`src/rtl/sdram_init_seq.sv`:
```
module sdram_init_seq #(
  parameter int CLK_PS        = 7500,
  parameter int T_PU_NS       = 200000,
  parameter int T_RP_NS       = 19,
  parameter int T_RC_NS       = 60,
  parameter int REFRESH_COUNT = 2,
  parameter int ADDR_W        = 12,
  parameter logic [ADDR_W-1:0] MODE_WORD = 12'h032,
  parameter bit EXT_EN        = 1'b0,
  parameter logic [ADDR_W-1:0] EXT_WORD  = 12'h000
) (
  input  logic              clk,
  input  logic              rst_n,
  input  logic              upd_req,
  input  logic [ADDR_W-1:0] upd_word,
  input  logic              banks_idle,
  output logic              ready,
  output logic              upd_busy,
  output logic              cke,
  output logic              cs_n,
  output logic              ras_n,
  output logic              cas_n,
  output logic              we_n,
  output logic [1:0]        ba,
  output logic [ADDR_W-1:0] addr
);

  localparam int MRD   = 2;
  localparam int N_PU  = (T_PU_NS * 1000 + CLK_PS - 1) / CLK_PS;
  localparam int N_RP0 = (T_RP_NS * 1000 + CLK_PS - 1) / CLK_PS;
  localparam int N_RC0 = (T_RC_NS * 1000 + CLK_PS - 1) / CLK_PS;
  localparam int N_RP  = (N_RP0 < 1) ? 1 : N_RP0;
  localparam int N_RC  = (N_RC0 < 2) ? 2 : N_RC0;
  localparam int CW    = $clog2(N_PU + N_RP + N_RC + 2);
  localparam int RW    = $clog2(REFRESH_COUNT + 1);

  localparam logic [2:0] C_NOP = 3'b111;
  localparam logic [2:0] C_PRE = 3'b010;
  localparam logic [2:0] C_REF = 3'b001;
  localparam logic [2:0] C_MOD = 3'b000;

  typedef enum logic [2:0] {S_PRE, S_REF, S_MRS, S_EMRS, S_FIN, S_IDLE, S_UPD} st_t;

  st_t               st;
  logic [CW-1:0]     wait_q;
  logic [RW-1:0]     ref_q;
  logic              ready_q;
  logic [ADDR_W-1:0] upd_q;
  logic [2:0]        cmd;
  logic              slot;

  assign slot = (wait_q == '0);

  always_ff @(posedge clk) begin
    if (!rst_n) begin
      st      <= S_PRE;
      wait_q  <= CW'(N_PU);
      ref_q   <= '0;
      ready_q <= 1'b0;
      upd_q   <= '0;
    end else if (!slot) begin
      wait_q <= wait_q - 1'b1;
    end else begin
      case (st)
        S_PRE: begin
          st     <= S_REF;
          wait_q <= CW'(N_RP - 1);
        end
        S_REF: begin
          ref_q  <= ref_q + 1'b1;
          wait_q <= CW'(N_RC - 1);
          if (ref_q == RW'(REFRESH_COUNT - 1)) st <= S_MRS;
        end
        S_MRS: begin
          st     <= EXT_EN ? S_EMRS : S_FIN;
          wait_q <= EXT_EN ? CW'(MRD - 1) : CW'(MRD - 2);
        end
        S_EMRS, S_UPD: begin
          st     <= S_FIN;
          wait_q <= CW'(MRD - 2);
        end
        S_FIN: begin
          st      <= S_IDLE;
          ready_q <= 1'b1;
        end
        S_IDLE: begin
          if (upd_req && banks_idle) begin
            st    <= S_UPD;
            upd_q <= upd_word;
          end
        end
        default: st <= S_IDLE;
      endcase
    end
  end

  always_comb begin
    cmd  = C_NOP;
    ba   = 2'b00;
    addr = '0;
    if (slot) begin
      case (st)
        S_PRE: begin
          cmd      = C_PRE;
          addr[10] = 1'b1;
        end
        S_REF: cmd = C_REF;
        S_MRS: begin
          cmd  = C_MOD;
          addr = MODE_WORD;
        end
        S_EMRS: begin
          cmd  = C_MOD;
          ba   = 2'b10;
          addr = EXT_WORD;
        end
        S_UPD: begin
          cmd  = C_MOD;
          ba   = 2'b10;
          addr = upd_q;
        end
        default: cmd = C_NOP;
      endcase
    end
  end

  assign {ras_n, cas_n, we_n} = cmd;
  assign cs_n     = 1'b0;
  assign cke      = 1'b1;
  assign ready    = ready_q;
  assign upd_busy = ready_q && (st == S_UPD || st == S_FIN);


  ready_sticky_chk: assert property (@(posedge clk) disable iff (!rst_n)
    ready |=> ready);


  pre_all_chk: assert property (@(posedge clk) disable iff (!rst_n)
    ({ras_n, cas_n, we_n} == C_PRE) |-> addr[10]);


  modeset_gap_chk: assert property (@(posedge clk) disable iff (!rst_n)
    ({ras_n, cas_n, we_n} == C_MOD) |=> ({ras_n, cas_n, we_n} == C_NOP));


  upd_blocked_chk: assert property (@(posedge clk) disable iff (!rst_n)
    (ready && !upd_busy && !banks_idle) |=> ({ras_n, cas_n, we_n} != C_MOD));


  refresh_gap_chk: assert property (@(posedge clk) disable iff (!rst_n)
    ({ras_n, cas_n, we_n} == C_REF) |=> ({ras_n, cas_n, we_n} == C_NOP));

endmodule

```
`config.mk`:
```
export PLATFORM = sky130hd
export DESIGN_NAME = sdram_init_seq
export DESIGN_NICKNAME = d
export VERILOG_FILES = /design/src/rtl/sdram_init_seq.sv
export SDC_FILE = /design/constraint.sdc
export NUM_CORES = 1
export LEC_CHECK = 0
export BUFFER_PORTS_ARGS = -buffer_cell sky130_fd_sc_hd__buf_2
export CAP_MARGIN = 20
export CORE_MARGIN = 10
export CORE_UTILIZATION = 30
export CTS_BUF_LIST = sky130_fd_sc_hd__clkbuf_16
export CTS_CLUSTER_SIZE = 24
export DETAILED_ROUTE_END_ITERATION = 8
export SLEW_MARGIN = 10
export SYNTH_ARGS = -nofsm -noshare
export SYNTH_HDL_FRONTEND = slang
export SYNTH_SLANG_ARGS = --single-unit
export TNS_END_PERCENT = 50
```
`constraint.sdc`:
```
create_clock -name clk -period 2.92 [get_ports clk]
set_clock_uncertainty 0.1 [all_clocks]
set_input_delay 0.438 -clock clk [delete_from_list [all_inputs] [get_ports clk]]
set_output_delay 0.438 -clock clk [all_outputs]
set_load 0.005 [all_outputs]
```
==> flow_metrics.py <==
metrics = {
    "sta": {
        "slew_headroom": 0.443,
        "hold_viol": 0,
        "finalSetupTns_ns": 0,
        "fin_crit_sh": 0.888,
        "fmax_mhz": 386,
        "worst_pin_slew_ns": 0.836,
        "setup_viol": 0,
        "period_minus_slack_ns": 2.59,
        "drv_slew": 0,
        "rsz0062_at_grt": "false",
    },
    "layout": {
        "fin_nets": 261,
        "instances_no_fill": 317,
        "area_growth_pct": 19.0,
        "insertedDiodeCount": 0,
        "fillers": 629,
        "drive_gt1_frac": 0.223,
    },
    "pwr": {
        "switching_share": 0.219,
        "p_switching_mw": 0.222,
        "p_clk_frac": 0.480,
        "peakVddDrop_mv": 0.273,
        "power_density_nw_per_um2": 470,
        "p_leak_nw": 0.850,
        "comb_power_share": 0.056,
        "p_seq_frac": 0.464,
        "internal_power_mw": 0.789,
    },
    "synth": {
        "seq_area_frac_synth": 0.365,
        "ys_seq_elements": 33,
        "synth_top_family_by_area": "simple AND/OR/NAND/NOR gates",
        "synth-compound-area-share": 0.124,
        "synth_mux_area_frac": 0.0900,
        "synthAdderAreaFrac": 0.0208,
        "postSynth.asyncResetShare": 0,
        "synth_edf_count": 0,
        "synth_xor_area_frac": 0.00484,
        "synth_area_um2": 1810,
        "synth_cells": 213,
        "yosys_warnings": 0,
        "synth_top_flop_cell": "dfxtp_1",
        "postSynthAreaPerCell_um2": 8.49,
        "synth_cell_types": 51,
        "synthSimpleGateAreaFrac": 0.336,
    },
    "cts": {
        "cts.path.max_buffers": 2,
        "cts_tree": "yes",
        "cts_root_buf": "clkbuf_16",
        "path_clk_slew_ns": 0.05,
        "cts_made_buffers": 5,
        "cts_htree_levels": 2,
        "cts.sinks": 33,
        "cts_resized": 0,
        "clkLatencyLatePin_ns": 0.27,
        "cts_setup_buffers": 0,
        "cts_hold_buf": 0,
    },
    "detailed_routing": {
        "vias": 1525,
        "via_per_inst": 4.81,
        "first_iter_violations": 122,
        "firstDrtPassIters": 4,
        "ant_nets": 0,
        "drt_wl_total_um": 3870,
        "wl_per_cell_um": 12.2,
        "drc_errors": 0,
    },
    "global_routing": {
        "grt_overflow": 0,
        "grt_pass1_wl_um": 6710,
        "antenna_found_initial": 0,
        "grt_pass1_vias": 1452,
        "grt_max_degree": 53,
        "grtUsageTotal": 0.0815,
    },
    "floorplan": {
        "pin_count": 37,
        "core.rowCount": 28,
        "die_h_um": 97.6,
        "die_w_um": 97.6,
        "dieArea_um2": 9530,
        "core_area_um2": 5890,
        "initial_core_util": 0.307,
    },
    "worst_setup_path": {
        "critPathKind": "reg -> out",
        "worstPathMaxFanout": 8,
        "critPathArrivalTime_ns": 2.05,
        "crit_required_ns": 2.38,
        "cp-start-kind": "register",
        "end_kind": "output pin",
    },
    "place": {
        "dp_cells": 310,
        "gp_congestion": 0.745,
        "dp_hpwl_um": 2750,
        "numPortBuffers": 33,
    },
    "worst_hold_path": {
        "hp-class": "in -> reg",
    },
    "run_status": {
        "status": "complete, no violations",
    },
    "job": {
        "maxCapViolations": 0,
    },
}
-- final cells by class --
type / instances / area, um2 / area share
flip-flops and latches: 33 / 661 / 0.307
repair buffers: 36 / 188 / 0.0872
inverters: 6 / 22.5 / 0.0105
clock inverters: 2 / 11.3 / 0.00523
clock buffers: 5 / 125 / 0.0581
well taps: 75 / 93.8 / 0.0436
multi-input cells: 160 / 1050 / 0.488
-- state kept, by name (all words and copies together), names as in the netlist --
register	count
ready	1
st	3
wait_q	15
upd_q	12
ref_q	2
-- final timing paths --
check | startpoint | to | slack (ns) | depth (start not counted)
setup / recovery | wait_q[0] | addr[9] | 0.33 | 7
hold / removal | upd_word[0] | upd_q[0] | 0.30 | 3
setup reg to reg | wait_q[0] | upd_q[10] | 0.78 | 7
hold reg to reg | upd_q[5] | upd_q[5] | 0.36 | 2
-- metrics by stage --
step           power, mW   util  setup slack (ns)  area [um2]  hold WS (ns)
3_5_place_dp       0.535  0.342             0.613        2020         0.344
4_1_cts             1.02  0.366             0.309        2150         0.299
6_report            1.01  0.366             0.328        2150         0.304
3_3_place_gp       0.534  0.342             0.660        2020         0.344
2_1_floorplan      0.520      -             0.740        1810         0.330
5_1_grt             1.05  0.366             0.176        2150         0.323
-- power by group through the flow --
stage                     clock network (mW)  logic, mW  registers, mW
final                                  0.485     0.0565          0.469
after global routing                   0.513     0.0662          0.471
after CTS                              0.499     0.0569          0.469
after detailed placement                   0     0.0562          0.479
after global placement                     0     0.0560          0.478
after floorplan                            0     0.0481          0.471
-- cells in the mapped netlist (3+ instances only) --
master / instances / area share
dfxtp_1: 33 / 0.37
inv_1: 6 / 0.012
nand2b_1: 7 / 0.024
mux2i_1: 14 / 0.078
nor4_1: 5 / 0.017
ha_1: 3 / 0.021
nor2b_1: 7 / 0.024
nand3_1: 7 / 0.019
nor2_1: 4 / 0.0083
o31ai_1: 3 / 0.012
a21oi_1: 6 / 0.017
o21ai_0: 8 / 0.022
o211ai_1: 3 / 0.012
clkbuf_1: 9 / 0.019
nand2_1: 38 / 0.079
buf_4: 3 / 0.012
and2_1: 8 / 0.028
or3_1: 5 / 0.017
a21boi_0: 4 / 0.017
-- worst max-delay path, stage by stage (launching register included) --
cell and delay, ns:
dfxtp_1 0.33, inv_1 0.10, ha_1 0.15, nor4b_2 0.30, and4_1 0.28, and4b_1 0.34
and2_1 0.17, buf_2 0.11
-- cells in the final DEF (no fill, tap or decap), types with 2 or more instances in the layout --
master     Yosys  layout
nand3_1        7       7
or2_2          2       2
o21ai_0        8       8
dfxtp_1       33      33
a21boi_0       4       4
nor2_1         4       4
a21oi_1        6       6
or3_1          5       5
nand2_1       38      38
ha_1           3       3
nor4_2         2       2
buf_4          3       3
nand2b_1       7       7
nand4b_1       2       2
nor4_1         5       5
inv_1          6       6
and2_1         8       8
o211ai_1       3       3
clkbuf_16      0       5
conb_1         2       3
o31ai_1        3       3
or4_1          2       2
o21a_1         2       2
mux2i_1       14      14
nor3_1         2       2
buf_2          2      33
nor2b_1        7       7
-- cells by family after synthesis --
family | Yosys count
AND/OR/NAND/NOR | 104
flip-flops | 33
adder cells (fa/ha/maj) | 3
multiplexers | 16
buffers and inverters | 21
other | 2
AO/OA/AOI/OAI | 33
XOR/XNOR | 1
-- per-layer routing --
| layer | up-vias | part of all wire | track usage |
|---|---|---|---|
| li1 | 798 | - | - |
| met1 | 687 | 0.46 | 0.0940 |
| met2 | 34 | 0.44 | 0.126 |
| met3 | 6 | 0.079 | 0.0434 |
| met4 | 0 | 0.011 | 0.0268 |
| met5 | - | 0 | 0 |
No activity file was read; power rests on OpenSTA's default activity.
